<file path="config.mk">
export PLATFORM = sky130hd
export DESIGN_NAME = atomic_lock_mem
export DESIGN_NICKNAME = d
export VERILOG_FILES = /design/src/rtl/alm_pkg.sv /design/src/rtl/alm_rr_arbiter.sv /design/src/rtl/alm_mem.sv /design/src/rtl/alm_alu.sv /design/src/rtl/atomic_lock_mem.sv
export SDC_FILE = /design/constraint.sdc
export NUM_CORES = 1
export LEC_CHECK = 0
export BUFFER_PORTS_ARGS = -buffer_cell sky130_fd_sc_hd__buf_4
export CELL_PAD_IN_SITES_DETAIL_PLACEMENT = 0
export CELL_PAD_IN_SITES_GLOBAL_PLACEMENT = 1
export CORE_UTILIZATION = 45
export CTS_CLUSTER_DIAMETER = 60
export DETAILED_ROUTE_END_ITERATION = 10
export GPL_TIMING_DRIVEN = 0
export PLACE_DENSITY = 0.7
export RECOVER_POWER = 50
export SETUP_SLACK_MARGIN = 0.02
export SYNTH_ARGS = -nofsm -noshare
export SYNTH_HDL_FRONTEND = slang
export SYNTH_HIERARCHICAL = 1
export SYNTH_SLANG_ARGS = --single-unit
</file>
<file path="constraint.sdc">
create_clock -name clk -period 4.7 [get_ports clk]
set_input_delay 0.235 -clock clk [delete_from_list [all_inputs] [get_ports clk]]
set_output_delay 0.235 -clock clk [all_outputs]
set_load 0.05 [all_outputs]
</file>
<file path="src/rtl/alm_pkg.sv">
package alm_pkg;
  typedef enum logic [1:0] {
    OP_LOAD  = 2'd0,
    OP_STORE = 2'd1,
    OP_TAS   = 2'd2,
    OP_FADD  = 2'd3
  } alm_op_e;
endpackage

</file>
<file path="src/rtl/alm_rr_arbiter.sv">
module alm_rr_arbiter #(
  parameter int N  = 3,
  parameter int IW = (N > 1) ? $clog2(N) : 1
) (
  input  logic          clk,
  input  logic          rst,
  input  logic [N-1:0]  req,
  input  logic          enable,
  output logic [N-1:0]  gnt,
  output logic [IW-1:0] gnt_idx
);
  logic [IW-1:0] last_q;
  logic          found;

  // search starts one past the last winner and wraps
  always_comb begin
    gnt     = '0;
    gnt_idx = last_q;
    found   = 1'b0;
    for (int k = 1; k <= N; k++) begin
      int c;
      c = int'(last_q) + k;
      if (c >= N) c = c - N;
      if (!found && req[c]) begin
        found   = 1'b1;
        gnt_idx = IW'(c);
        gnt[c]  = 1'b1;
      end
    end
  end

  always_ff @(posedge clk) begin
    if (rst) last_q <= IW'(N - 1);
    else if (enable && found) last_q <= gnt_idx;
  end
endmodule

</file>
<file path="src/rtl/alm_mem.sv">
module alm_mem #(
  parameter int AW = 4,
  parameter int DW = 8,
  localparam int DEPTH = 1 << AW
) (
  input  logic          clk,
  input  logic          we,
  input  logic [AW-1:0] waddr,
  input  logic [DW-1:0] wdata,
  input  logic [AW-1:0] raddr,
  output logic [DW-1:0] rdata
);
  logic [DW-1:0] mem [DEPTH];

  initial begin
    for (int i = 0; i < DEPTH; i++) mem[i] = '0;
  end

  always_ff @(posedge clk) begin
    if (we) mem[waddr] <= wdata;
    rdata <= mem[raddr];
  end
endmodule

</file>
<file path="src/rtl/alm_alu.sv">
module alm_alu
  import alm_pkg::*;
#(
  parameter int DW = 8
) (
  input  alm_op_e       op,
  input  logic [DW-1:0] old_val,
  input  logic [DW-1:0] operand,
  output logic [DW-1:0] new_val,
  output logic          wr_en
);
  always_comb begin
    new_val = old_val;
    wr_en   = 1'b1;
    case (op)
      OP_LOAD:  wr_en   = 1'b0;
      OP_STORE: new_val = operand;
      OP_TAS:   new_val = DW'(1);
      OP_FADD:  new_val = old_val + operand;
      default:  wr_en   = 1'b0;
    endcase
  end
endmodule

</file>
<file path="src/rtl/atomic_lock_mem.sv">
module atomic_lock_mem
  import alm_pkg::*;
#(
  parameter int NPORT = 3,
  parameter int AW    = 4,
  parameter int DW    = 8,
  localparam int IW   = (NPORT > 1) ? $clog2(NPORT) : 1
) (
  input  logic                clk,
  input  logic                rst,
  input  logic [NPORT-1:0]    req_valid,
  input  logic [2*NPORT-1:0]  req_op,
  input  logic [AW*NPORT-1:0] req_addr,
  input  logic [DW*NPORT-1:0] req_wdata,
  output logic [NPORT-1:0]    req_ready,
  output logic [NPORT-1:0]    rsp_valid,
  output logic [DW*NPORT-1:0] rsp_data
);
  logic             busy_q;
  logic [NPORT-1:0] gnt;
  logic [IW-1:0]    sel_idx;
  logic [IW-1:0]    cur_port_q;
  alm_op_e          cur_op_q;
  logic [AW-1:0]    cur_addr_q;
  logic [DW-1:0]    cur_wdata_q;
  logic [AW-1:0]    sel_addr;
  logic [DW-1:0]    rd_data;
  logic [DW-1:0]    new_val;
  logic             alu_we;
  logic [DW-1:0]    rsp_q [NPORT];

  alm_rr_arbiter #(.N(NPORT), .IW(IW)) u_arb (
    .clk     (clk),
    .rst     (rst),
    .req     (req_valid),
    .enable  (!busy_q),
    .gnt     (gnt),
    .gnt_idx (sel_idx)
  );

  assign req_ready = busy_q ? '0 : gnt;
  assign sel_addr  = req_addr[sel_idx*AW +: AW];

  // read in the grant cycle, write back in the locked second cycle
  alm_mem #(.AW(AW), .DW(DW)) u_mem (
    .clk   (clk),
    .we    (busy_q && alu_we),
    .waddr (cur_addr_q),
    .wdata (new_val),
    .raddr (sel_addr),
    .rdata (rd_data)
  );

  alm_alu #(.DW(DW)) u_alu (
    .op      (cur_op_q),
    .old_val (rd_data),
    .operand (cur_wdata_q),
    .new_val (new_val),
    .wr_en   (alu_we)
  );

  always_ff @(posedge clk) begin
    if (rst) begin
      busy_q      <= 1'b0;
      rsp_valid   <= '0;
      cur_port_q  <= '0;
      cur_op_q    <= OP_LOAD;
      cur_addr_q  <= '0;
      cur_wdata_q <= '0;
      for (int i = 0; i < NPORT; i++) rsp_q[i] <= '0;
    end else begin
      rsp_valid <= '0;
      if (busy_q) begin
        busy_q                <= 1'b0;
        rsp_valid[cur_port_q] <= 1'b1;
        rsp_q[cur_port_q]     <= rd_data;
      end else if (|req_valid) begin
        busy_q      <= 1'b1;
        cur_port_q  <= sel_idx;
        cur_op_q    <= alm_op_e'(req_op[sel_idx*2 +: 2]);
        cur_addr_q  <= sel_addr;
        cur_wdata_q <= req_wdata[sel_idx*DW +: DW];
      end
    end
  end

  for (genvar g = 0; g < NPORT; g++) begin : g_rsp
    assign rsp_data[g*DW +: DW] = rsp_q[g];
  end
endmodule

</file>
# Word level (Yosys, flattened, before mapping)
# Memories as Yosys holds them, arrays and structs flattened. A register that Yosys moved wholly into a read port is not among the register bits.
# Cells that the tools add are included.
# op_classes
add_sub_neg	7
multipliers	0
n_div	0
magnitude_cmp	11
n_eq_ne	3
shifts	3
muxes	43
bitwise	3
n_reduce_logical	17
# op_table
operator	n
greater-or-equal comparator 32 x 1 -> 1 bit, second input constant	3
greater-or-equal comparator 32 x 3 -> 1 bit, second input constant	3
less-than comparator 32 x 4 -> 1 bit, second input constant	3
two-way mux 32 bit	3
subtractor 32 x 3 -> 32 bit, second input constant	3
case mux 8 bit (3 select lines)	1
variable part select 24 x 6 -> 8 bit	1
two-way mux 1 bit	23
two-way mux 3 bit	4
variable part select 12 x 5 -> 4 bit	1
adder 8 bit	1
demux 1 bit (select 2 bit)	4
logical AND 1 bit	8
two-way mux 2 bit	4
two-way mux 8 bit	1
OR reduction 8 bit	1
adder 2 x 2 -> 3 bit, second input constant	2
binary-select mux 1 bit (select 2 bit)	3
OR 3 bit	2
variable part select 6 x 4 -> 2 bit	1
equality test 2 bit, second input constant	2
OR reduction 2 bit	2
adder 2 x 1 -> 3 bit, second input constant	1
logical NOT 1 bit	3
other kinds (7)	7
# word_totals
register_bits	22
latch_bits	0
ramBits	152
romBits	0
input_bits	47
memories	2
# memory_table
memory	depth	width	rd	rd_clocked_by_memory_dff	wr	line	text
u_mem.mem	16	8	1	1	1	alm_mem.sv:13	logic [DW-1:0] mem [DEPTH];
rsp_q	3	8	3	0	3	atomic_lock_mem.sv:30	logic [DW-1:0] rsp_q [NPORT];

# Longest topological paths before layout
# Gate-level depths: netlist of run 1.
# logic_depth
ltp_word	14
depth_mapped	17
depth_no_buf	12

# By module
# The synthesis of run 1 kept the hierarchy.
# modules_own_cells
mod	instances	cells_per_inst	area_per_inst_um2	seq_area_each_um2
alm_mem	1	229	5147.4	4003.8
atomic_lock_mem	1	176	2011.9	1121.1
alm_alu	1	65	485.5	0.0
alm_rr_arbiter	1	57	425.4	40.0

# Worst setup path before layout of run 1
# OpenSTA, ideal clock, no wires.
# synth_timing
path_type	reg-to-reg
startpoint	register u_arb.last_q[0]
endpoint	register u_mem.rdata[1] (read register of u_mem.mem)
setup_time_ns	0.120
t_arrival_ns	3.223
required_ns	4.580
setup_slack_ns	1.358
path_stages_with_launch	17
n_path_buf	4
synth_period_minus_slack_ns	3.342
cell_sequence	dfxtp_1 > inv_1 > ha_1 > and2_1 > o21ai_1 > nand3_1 > nand2_1 > buf_4 > buf_6 > mux2i_1 > or2_1 > nand2_1 > buf_6 > buf_6 > mux4_1 > a22oi_1 > nand2_1
# synth_via
elab_chain_cells	14
# synth_rtl
item	line	text
start, declared	alm_rr_arbiter.sv:12	logic [IW-1:0] last_q;
start signal, assigned	alm_rr_arbiter.sv:33	if (rst) last_q <= IW'(N - 1);
start signal, assigned	alm_rr_arbiter.sv:34	else if (enable && found) last_q <= gnt_idx;
adder 2 x 1 -> 3 bit	alm_rr_arbiter.sv:22	c = int'(last_q) + k;
subtractor 32 x 3 -> 32 bit / greater-or-equal comparator 32 x 3 -> 1 bit (equally long branches)	alm_rr_arbiter.sv:23	if (c >= N) c = c - N;
two-way mux 32 bit	alm_rr_arbiter.sv:23	
binary-select mux 1 bit (select 2 bit)	alm_rr_arbiter.sv:24	if (!found && req[c]) begin
two-way mux 1 bit (not written as such) (2 in series)	alm_rr_arbiter.sv:24	
two-way mux 1 bit	alm_rr_arbiter.sv:24	
logical NOT 1 bit	alm_rr_arbiter.sv:24	
logical AND 1 bit	alm_rr_arbiter.sv:24	
two-way mux 1 bit	alm_rr_arbiter.sv:24	
logical NOT 1 bit	alm_rr_arbiter.sv:24	
logical AND 1 bit	alm_rr_arbiter.sv:24	
two-way mux 2 bit (*)	alm_rr_arbiter.sv:24	
named net sel_idx[0]	atomic_lock_mem.sv:21	logic [IW-1:0] sel_idx;
variable part select 12 x 5 -> 4 bit (*)	atomic_lock_mem.sv:42	assign sel_addr = req_addr[sel_idx*AW +: AW];
named net sel_addr[0]	atomic_lock_mem.sv:26	logic [AW-1:0] sel_addr;
end, declared	alm_mem.sv:11	output logic [DW-1:0] rdata
# The timed path passes the listed nets; every way through them passes the cells marked *. The select of a mux whose other input is x is not followed.
# A chain may end at the register's enable or synchronous reset.

# Final worst setup path of run 1
# layout_timing
startpoint	register u_arb.last_q[0]
endpoint	register u_mem.rdata[3] (read register of u_mem.mem)
# The elaborated chain is that of the path after synthesis.

==> results of run 1 <==
[worst max-delay path by stage]
| stage | from | end | slack, ns | cells past startpoint |
|---|---|---|---|---|
| 2_1_floorplan | u_arb/last_q[0] | u_mem/rdata[1] | 1.36 | 16 |
| 3_3_place_gp | u_arb/last_q[0] | u_mem/rdata[3] | 0.66 | 14 |
| 3_5_place_dp | u_arb/last_q[0] | u_mem/rdata[3] | 0.60 | 14 |
| 4_1_cts | u_arb/last_q[0] | u_mem/rdata[3] | 0.58 | 14 |
| 5_1_grt | u_arb/last_q[0] | u_mem/rdata[1] | 0.28 | 14 |
| 6_report | u_arb/last_q[0] | u_mem/rdata[3] | 0.58 | 14 |
[worst max-delay path, cell delays in order (launching register included)]
cell                        delay (ns)
sky130_fd_sc_hd__dfxtp_1          0.51
sky130_fd_sc_hd__inv_1            0.14
sky130_fd_sc_hd__ha_1             0.39
sky130_fd_sc_hd__and2_1           0.17
sky130_fd_sc_hd__o21ai_1          0.31
sky130_fd_sc_hd__o211ai_1         0.15
sky130_fd_sc_hd__a2bb2oi_1        0.43
sky130_fd_sc_hd__nor2b_2          0.32
sky130_fd_sc_hd__nand2_1          0.10
sky130_fd_sc_hd__nand2_1          0.09
sky130_fd_sc_hd__buf_6            0.13
sky130_fd_sc_hd__buf_6            0.18
sky130_fd_sc_hd__mux4_1           0.64
sky130_fd_sc_hd__a22oi_1          0.33
sky130_fd_sc_hd__nand2_1          0.10
[metal layers]
layer,up-vias,routed length (um),global-route usage
met1,2445,7749,0.2723
met2,109,8813,0.3433
met4,0,211,0.06111
met5,-,0,0
met3,17,780,0.03579
li1,2261,-,-
[sequential cells by signal, indices dropped and copies added (netlist names)]
signal / count
cur_port_q: 2
cur_op_q: 2
cur_addr_q: 4
u_mem/rdata: 8
u_mem/mem: 128
busy_q: 1
rsp_valid: 3
u_arb/last_q: 2
rsp_q: 24
cur_wdata_q: 8
[per-stage QoR]
stage	hold slack [ns]	area, um2	utilization	total power [mW]	worst slack [ns]
after floorplan	0.3044	8070	-	3.774	1.358
after global placement	0.4210	8922	0.5123	4.406	0.6611
after detailed placement	0.4256	8934	0.5129	4.452	0.6037
after CTS	0.07377	9472	0.5438	5.720	0.5755
after global routing	0.07684	9323	0.5353	5.951	0.2785
final	0.08313	9323	0.5353	5.659	0.5763
[layout make-up]
class | count | area [um2]
Buffer | 26 | 171.4
Fill cell | 1495 | 8094
Clock buffer | 18 | 429.2
Tap cell | 225 | 281.5
Inverter | 7 | 26.28
Sequential cell | 182 | 5165
Timing Repair Buffer | 79 | 484.2
Clock inverter | 14 | 98.84
Multi-Input combinational cell | 312 | 2666
[cell usage after synthesis (4+ instances only)]
master,count
sky130_fd_sc_hd__ha_1,12
sky130_fd_sc_hd__mux2i_1,19
sky130_fd_sc_hd__nor3_1,6
sky130_fd_sc_hd__a22oi_1,18
sky130_fd_sc_hd__buf_6,6
sky130_fd_sc_hd__or2_1,11
sky130_fd_sc_hd__nand3_1,8
sky130_fd_sc_hd__clkbuf_1,7
sky130_fd_sc_hd__edfxtp_1,152
sky130_fd_sc_hd__mux4_2,18
sky130_fd_sc_hd__nand2_1,38
sky130_fd_sc_hd__nor2_1,23
sky130_fd_sc_hd__dfxtp_1,30
sky130_fd_sc_hd__nand2b_1,6
sky130_fd_sc_hd__or2_0,5
sky130_fd_sc_hd__inv_1,6
sky130_fd_sc_hd__o21ai_1,7
sky130_fd_sc_hd__a21oi_1,26
sky130_fd_sc_hd__mux4_1,14
sky130_fd_sc_hd__nor2b_1,4
sky130_fd_sc_hd__a311oi_1,14
sky130_fd_sc_hd__and2_1,27
sky130_fd_sc_hd__o211ai_1,4
sky130_fd_sc_hd__buf_2,8
[logic make-up (layout without fill, tap and decap cells)]
| family | count (synthesis) | count (layout) |
|---|---|---|
| xor gates and xnor gates | 3 | 3 |
| buffers and inverters | 33 | 144 |
| and+or+nand+nor | 149 | 149 |
| adders and majority gates | 13 | 13 |
| AOI/OAI and AO/OA | 95 | 95 |
| muxes | 52 | 52 |
| DFF | 182 | 182 |
[power by group]
group          total [mW]  switching [mW]  internal [mW]  leakage (nW)
clock                1.27           0.596          0.678         0.255
combinational        2.17            1.28          0.883          1.37
sequential           2.22           0.141           2.08          1.66
==> results.yml, run 1 <==
grt:
  grt_start_max_net_pins: 17
  globalRouteTotalUtil: 0.2047
  grt_first_pass_wirelength_um: 27150
  grt_remaining_overflow: 0
  grt_antenna_before_repair: 0
  grt_pass1_vias: 4836
timing:
  layout_worst_path_cycle_share: 0.8774
  maxSlewViolCount: 0
  timing.clock.skew_ns: 0.01407
  max_freq_mhz: 242.5
  grt_setup_unrepaired: "false"
  slew_headroom: 0.06373
  finalSetupTns_ns: 0
  worstMarginPinSlew_ns: 1.385
  final-setup-viol-count: 0
  post-route-min-period_ns: 4.124
  hold_violations: 0
critical_path:
  crit_arrival_ns: 4.43
  worst_r2r_startpoint: "u_arb/last_q[0]"
  worst_ep_required_time_ns: 5.01
  critical_path.max_fanout: 10
  worst-setup-path-type: "reg -> reg"
  r2r_slack_ns: 0.58
  crit_path_end_kind: "flop"
  rr_worst_depth: 14
  timing.critical_path.from_type: "flop"
  crit-reg2reg-capture: "u_mem/rdata[3]"
cts:
  worst_setup_hold_path_clk_slew_ns: 0.07
  clk_root_buffer_cell: "sky130_fd_sc_hd__clkbuf_16"
  clk-insertion-delay-late_ns: 0.43
  tritoncts: "built"
  post_cts_hold_buffer_count: 1
  number_of_buffers_between_clock_root_and_the_deepest_sink: 2
  numCtsBuffers: 17
  clock_sink_count: 182
  cts.repair_timing.setup_buffer_count: 0
  ctsHtreeMaxLevel: 4
  cts_repair_resize_count: 0
drt:
  avgViaCountPerCell: 5.599
  drt_first_iter_violations: 230
  routed_wl_um: 17550
  drtPass1Iterations: 5
  average_wire_length_per_cell_after_detail_routing_um: 20.34
  route.vias.total: 4832
  postRouteAntennaNets: 0
  post-route-drc-count: 0
yosys:
  synth-main-ff-cell: "sky130_fd_sc_hd__edfxtp_1"
  synth.area.mux_share: 0.1208
  synth_enable_flop_cells: 152
  synth.ff_latch_count: 182
  synth.area.top_cells: "sky130_fd_sc_hd__edfxtp_1 57%, sky130_fd_sc_hd__dfxtp_1 7.4%, sky130_fd_sc_hd__mux4_2 5.0%"
  yosysTopAreaCell: "sky130_fd_sc_hd__edfxtp_1"
  synthXorXnorAreaFrac: 0.003256
  synth_top_family_by_area: "multiplexers"
  synth_top_area_frac: 0.5656
  synth-adder-area-share: 0.02109
  distinct_cell_type_count_after_synthesis: 64
  syn_inst: 527
  post_synthesis_net_count: 587
  synth.cell_area_mm2: 0.008070
  postSynthAreaPerCell_um2: 15.31
  synth-compound-area-share: 0.08543
  synthSimpleGateAreaFrac: 0.1040
  ys_async_sr_fraction: 0
  synth-seq-area-share: 0.6400
  yosysWarnings: 6
placed_design:
  place.gp.congestion: 0.7869
  dp_hpwl_um: 12370
  dpl.cell_count: 829
  numPortBuffers: 76
min_path:
  worstHoldPathType: "in -> reg"
  hold_path_end: "cur_op_q[0]"
  hold_path_startpoint: "req_op[4]"
  min_path_cells: 3
floorplanning:
  effective_utilization_at_floorplan: 0.4634
  die_x_um: 135.9
  fp.coreArea_mm2: 0.01742
  design.portCount: 77
  die_h_um: 135.9
  design.die.area_mm2: 0.01847
  row_count: 48
layout:
  final_common_cell: "sky130_fd_sc_hd__edfxtp_1"
  finalNetCount: 685
  final_cell_mix: "152 x sky130_fd_sc_hd__edfxtp_1, 50 x sky130_fd_sc_hd__buf_4, 38 x sky130_fd_sc_hd__clkbuf_1, 38 x sky130_fd_sc_hd__nand2_1, 30 x sky130_fd_sc_hd__dfxtp_1"
  final_layout_size_suffix_gt1_frac: 0.2053
  post_layout_nonfiller_instances: 863
  areaGrowthSynthToFinish_pct: 15.52
  antenna_cells_inserted: 0
pwr:
  ir_drop_mv: 0.3673
  total_leakage_power_nw: 3.290
  power.density_cell_area_mw_per_mm2: 607.0
run_status:
  run_status: "finished, final reports clean"
run:
  max-cap-violations: 0
(Power assumes the default switching activity.)
==> run 2: changes to the inputs <==
--- a/config.mk
+++ b/config.mk
@@ -8,6 +8,7 @@
 export BUFFER_PORTS_ARGS = -buffer_cell sky130_fd_sc_hd__buf_4
 export CELL_PAD_IN_SITES_DETAIL_PLACEMENT = 0
 export CELL_PAD_IN_SITES_GLOBAL_PLACEMENT = 1
+export CORE_MARGIN = 2
 export CORE_UTILIZATION = 45
 export CTS_CLUSTER_DIAMETER = 60
 export DETAILED_ROUTE_END_ITERATION = 10
==> run 2 against run 1 <==
Maximum frequency up 0.14%. Routed wire length up 1.8%. Clock skew down 0.0061 ns. Register-to-register slack about the same. Combinational power about the same. Largest power group unchanged. Cell area up 1.0%. Utilization up 0.55 points. Non-clock buffer count down 2. Clock-buffer cell count unchanged. Clock power up 20%. First-iteration DRC count up 62%. Sequential power about the same.
==> results.yml, run 2 (same netlist as run 1, synthesis figures left out) <==
floorplanning:
  fp.coreArea_mm2: 0.01742
  design.portCount: 77
  effective_utilization_at_floorplan: 0.4634
  design.die.area_mm2: 0.01902
  row_count: 48
  die_x_um: 137.9
  die_h_um: 137.9
drt:
  avgViaCountPerCell: 5.614
  drt_first_iter_violations: 372
  highest-signal-layer: "met4"
  average_wire_length_per_cell_after_detail_routing_um: 20.78
  detailroute.wirelength.met2_um: 8929
  post-route-drc-count: 0
  postRouteAntennaNets: 0
  wirelength_met1_um: 7763
  dr_wl_met3_um: 915
  routed_wl_um: 17870
  route.vias.total: 4828
  drtPass1Iterations: 4
timing:
  worstMarginPinSlew_ns: 1.420
  post-route-min-period_ns: 4.118
  hold_violations: 0
  max_freq_mhz: 242.8
  maxSlewViolCount: 0
  hold_slack_ns: 0.08882
  finalSetupTns_ns: 0
  slew_headroom: 0.04621
  layout_worst_path_cycle_share: 0.8762
  final-setup-viol-count: 0
  final_critical_path_setup_slack_ns: 0.5820
  grt_setup_unrepaired: "false"
  timing.clock.skew_ns: 0.007933
layout:
  finalNetCount: 683
  final_common_cell: "sky130_fd_sc_hd__edfxtp_1"
  fin_area_mm2: 0.009419
  final_cell_mix: "152 x sky130_fd_sc_hd__edfxtp_1, 50 x sky130_fd_sc_hd__buf_4, 38 x sky130_fd_sc_hd__nand2_1"
  largest_register_ffs: 128
  largestRegisters: "u_mem/mem (128), rsp_q (24)"
  final_layout_size_suffix_gt1_frac: 0.2016
  top_register: "u_mem/mem"
  antenna_cells_inserted: 0
  areaGrowthSynthToFinish_pct: 16.71
placed_design:
  detailed_place.area_mm2: 0.008934
  dp_hpwl_um: 12650
  place_ws_ns: 0.5940
  numPortBuffers: 76
  place.gp.congestion: 0.8166
pwr:
  ir_drop_mv: 0.3453
  total_leakage_power_nw: 3.331
  final_total_power_mw: 5.920
  power.density_cell_area_mw_per_mm2: 628.5
run_status:
  run_status: "finished, final reports clean"
critical_path:
  crit_path_start: "u_arb/last_q[0]"
  worst_ep_required_time_ns: 5.00
  worst-setup-path-type: "reg -> reg"
  crit-reg2reg-capture: "u_mem/rdata[3]"
  rr_worst_depth: 14
  critical_path.max_fanout: 10
  crit_path_end_kind: "flop"
  r2r_slack_ns: 0.58
  timing.critical_path.from_type: "flop"
  critPathCapture: "u_mem/rdata[3]"
  crit_arrival_ns: 4.42
  worst_r2r_startpoint: "u_arb/last_q[0]"
cts:
  cts_repair_resize_count: 0
  number_of_buffers_between_clock_root_and_the_deepest_sink: 2
  worst_setup_hold_path_clk_slew_ns: 0.06
  tritoncts: "built"
  clock_sink_count: 182
  clk-insertion-delay-late_ns: 0.42
  numCtsBuffers: 17
  clk_root_buffer_cell: "sky130_fd_sc_hd__clkbuf_16"
  ctsHtreeMaxLevel: 4
min_path:
  min_path_cells: 3
  worstHoldPathType: "in -> reg"
grt:
  grt_remaining_overflow: 0
  globalRouteTotalUtil: 0.1996
  grt_antenna_before_repair: 0
  grt_first_pass_wirelength_um: 27170
  grt_pass1_vias: 4826
  grt_start_max_net_pins: 17
run:
  max-cap-violations: 0
## run 2: layout make-up
cell class | instances | area (um2)
fillers | 1489 | 7998
flip-flops and latches | 182 | 5165
multi-input cells | 312 | 2666
repair buffers | 77 | 475.5
clock buffers | 18 | 429.2
well taps | 225 | 281.5
clock inverters | 13 | 203.9
plain buffers | 26 | 171.4
inverters | 7 | 26.28
## run 2: critical path: stages, from the launching register on
cell and delay, ns:
sky130_fd_sc_hd__dfxtp_1 0.50, sky130_fd_sc_hd__inv_1 0.13, sky130_fd_sc_hd__ha_1 0.39, sky130_fd_sc_hd__and2_1 0.18, sky130_fd_sc_hd__o21ai_1 0.33, sky130_fd_sc_hd__o211ai_1 0.16
sky130_fd_sc_hd__a2bb2oi_1 0.39, sky130_fd_sc_hd__nor2b_2 0.32, sky130_fd_sc_hd__nand2_1 0.10, sky130_fd_sc_hd__nand2_1 0.09, sky130_fd_sc_hd__buf_6 0.13, sky130_fd_sc_hd__buf_6 0.19
sky130_fd_sc_hd__mux4_1 0.63, sky130_fd_sc_hd__a22oi_1 0.34, sky130_fd_sc_hd__nand2_1 0.11
## run 2: report_power, final
group | internal (mW) | switching [mW] | total [mW]
logic | 0.884 | 1.30 | 2.18
clock network | 0.939 | 0.582 | 1.52
registers | 2.08 | 0.142 | 2.22
## run 2: per-layer routing
metal,vias up,GRT usage
met4,0,0.05499
met2,126,0.3388
met1,2420,0.2619
met3,20,0.04130
met5,-,0
li1,2262,-
## run 2: how the worst min path moves through the flow
| stage | from | to | slack (ns) |
|---|---|---|---|
| 2_1_floorplan | rst | u_arb/last_q[0] | 0.30 |
| 3_3_place_gp | rst | u_arb/last_q[0] | 0.42 |
| 3_5_place_dp | rst | u_arb/last_q[0] | 0.42 |
| 4_1_cts | req_wdata[21] | cur_wdata_q[5] | 0.07 |
| 5_1_grt | req_wdata[19] | cur_wdata_q[3] | 0.08 |
| 6_report | req_wdata[16] | cur_wdata_q[0] | 0.09 |
## run 2: stage by stage
stage	std cells	utilization
after global placement	828	0.5123
final	860	0.5408
after detailed placement	828	0.5129
after CTS	860	0.5499
after global routing	860	0.5408
after floorplan	527	-
## run 2: timing repair
item                                   in CTS  in global routing
buffers inserted                            0                  0
endpoints found under the hold margin       1                  0
hold buffers                                1                  0
==> run 3: changes to the inputs <==
--- a/config.mk
+++ b/config.mk
@@ -15,6 +15,7 @@
 export GPL_TIMING_DRIVEN = 0
 export PLACE_DENSITY = 0.7
 export RECOVER_POWER = 50
+export REMOVE_ABC_BUFFERS = 1
 export SETUP_SLACK_MARGIN = 0.02
 export SYNTH_ARGS = -nofsm -noshare
 export SYNTH_HDL_FRONTEND = slang
==> run 3 against run 2 <==
Maximum frequency down 5.0%. Routed wire length is 3.1% lower. Clock skew is 0.0026 ns higher. Hold slack worse by 0.0020 ns. Sequential share of layout area grew 0.83 points. Cell area decreased by 1.5%. Die area unchanged. Via count down 1.5%. Clock power decreased by 11%. Utilization down 0.80 points.
==> results.yml, run 3 (same netlist as run 1, synthesis figures left out) <==
critical_path:
  cp_slowest_cell: "sky130_fd_sc_hd__mux4_1"
  critical_path.max_fanout: 22
  crit_path_end_kind: "flop"
  worst_path_most_repeated_cell: "sky130_fd_sc_hd__nand2_1"
  worst_ep_required_time_ns: 5.01
  crit_arrival_ns: 4.65
  crit_path_max_incr_delay_ns: 0.63
  timing.critical_path.from_type: "flop"
  worst-setup-path-type: "reg -> reg"
  critPathTopFamily: "compound AO/OA/AOI/OAI gates"
  critical_path.n_buffers_inverters: 2
  worstPathCellList: "inv_1 > ha_1 > a21bo_2 > o22ai_2 > o211ai_1 > a2bb2oi_4 > nor2b_4 > nand2_1 > nand2_4 > buf_12 > mux4_1 > a22oi_1 > nand2_1"
cts:
  clock_sink_count: 182
  tritoncts: "built"
  number_of_buffers_between_clock_root_and_the_deepest_sink: 2
  numCtsBuffers: 17
  worst_setup_hold_path_clk_slew_ns: 0.07
  ctsHtreeMaxLevel: 4
  clk_root_buffer_cell: "sky130_fd_sc_hd__clkbuf_16"
  clk-insertion-delay-late_ns: 0.43
grt:
  grt_remaining_overflow: 0
  grt_first_pass_wirelength_um: 26670
  globalRouteTotalUtil: 0.1950
  grt_pass1_vias: 4715
  grt_antenna_before_repair: 0
  grt_start_max_net_pins: 33
timing:
  post-route-min-period_ns: 4.336
  layout_worst_path_cycle_share: 0.9225
  final_critical_path_setup_slack_ns: 0.3643
  grt_setup_unrepaired: "false"
  worstMarginPinSlew_ns: 1.434
  hold_violations: 0
  max_freq_mhz: 230.6
  final-setup-viol-count: 0
  timing.clock.skew_ns: 0.01056
  maxSlewViolCount: 0
  finalSetupTns_ns: 0
  slew_headroom: 0.04008
layout:
  largest_register_ffs: 128
  areaGrowthSynthToFinish_pct: 14.98
  filler_cell_count: 1493
  final_cell_mix: "152 x sky130_fd_sc_hd__edfxtp_1, 55 x sky130_fd_sc_hd__buf_4, 35 x sky130_fd_sc_hd__nand2_1"
  layout.core_utilization: 0.5328
  final_common_cell: "sky130_fd_sc_hd__edfxtp_1"
  antenna_cells_inserted: 0
  post_layout_nonfiller_instances: 842
  largestRegisters: "u_mem/mem (128), rsp_q (24)"
  final_layout_size_suffix_gt1_frac: 0.2026
  finalNetCount: 664
  top_register: "u_mem/mem"
  multiInputGateArea_mm2: 0.002691
  layout.area.seq_mm2: 0.005165
floorplanning:
  die_h_um: 137.9
  design.die.area_mm2: 0.01902
  die_x_um: 137.9
  fp.coreArea_mm2: 0.01742
  design.portCount: 77
  effective_utilization_at_floorplan: 0.4634
  row_count: 48
drt:
  average_wire_length_per_cell_after_detail_routing_um: 20.57
  avgViaCountPerCell: 5.648
  postRouteAntennaNets: 0
  drt_first_iter_violations: 274
  post-route-drc-count: 0
  drtPass1Iterations: 5
  routed_wl_um: 17320
  route.vias.total: 4756
placed_design:
  place_ws_ns: -0.5754
  numPortBuffers: 76
  place.gp.congestion: 0.7867
  dpl.cell_count: 804
  dp_hpwl_um: 11530
pwr:
  total_leakage_power_nw: 3.256
  power.density_cell_area_mw_per_mm2: 614.7
  final_total_power_mw: 5.704
  ir_drop_mv: 0.3602
run:
  max-cap-violations: 0
run_status:
  run_status: "finished, final reports clean"
min_path:
  worstHoldPathType: "in -> reg"
-- run 3: cell count changes in the layout (fill, tap and decap cells not counted), sizes merged --
cell / delta
dlygate4sd3: -1
buf: -6
clkinv: -1
inv: +5
clkdlybuf4s25: -3
clkbuf: -10
bufinv: -4
clkinvlp: +2
-- run 3: path summary, 6_finish.rpt --
check,start,endpoint,slack (ns),depth (start not counted)
worst min-delay path,req_wdata[21],cur_wdata_q[5],0.09,3
worst max register to register,u_arb/last_q[0],u_mem/rdata[2],0.36,13
worst min register to register,cur_port_q[1],cur_port_q[1],0.51,2
worst max-delay path,u_arb/last_q[0],u_mem/rdata[2],0.36,13
-- run 3: timing repair --
| item | in CTS | in global routing |
|---|---|---|
| pin swaps | 0 | 1 |
| hold buffers | 0 | 0 |
| endpoints found under the hold margin | 0 | 0 |
| setup endpoints to repair | 8 | 8 |
| setup buffers | 0 | 5 |
| resized for setup | 4 | 2 |
-- run 3: layer usage --
layer  up-vias  wire length, um  track usage
met1      2407             7488       0.2495
met3        16              690      0.04167
met2       116             8879       0.3325
met5         -                0            0
li1       2217                -            -
met4         0              261      0.06406
-- run 3: tightest hold or removal path, stage by stage --
cell and delay [ns]:
sky130_fd_sc_hd__buf_4 0.11, sky130_fd_sc_hd__nand2_1 0.05, sky130_fd_sc_hd__a311oi_1 0.07
-- run 3: cell type report --
type | instances | share of cell area
Clock buffer | 17 | 0.04585
Clock inverter | 15 | 0.01551
Inverter | 7 | 0.002832
Multi-Input combinational cell | 312 | 0.2900
Sequential cell | 182 | 0.5566
Tap cell | 225 | 0.03034
Timing Repair Buffer | 84 | 0.05879
-- run 3: metrics by stage --
step	area (um2)	hold slack (ns)
6_report	9279	0.08679
5_1_grt	9279	0.07896
4_1_cts	9374	0.06625
3_5_place_dp	8780	0.5243
3_3_place_gp	8743	0.5258
2_1_floorplan	7891	0.3041
-- run 3: report_power, final --
part	internal, mW	switching [mW]
Sequential	2.08	0.163
Clock	0.741	0.612
Combinational	0.865	1.25
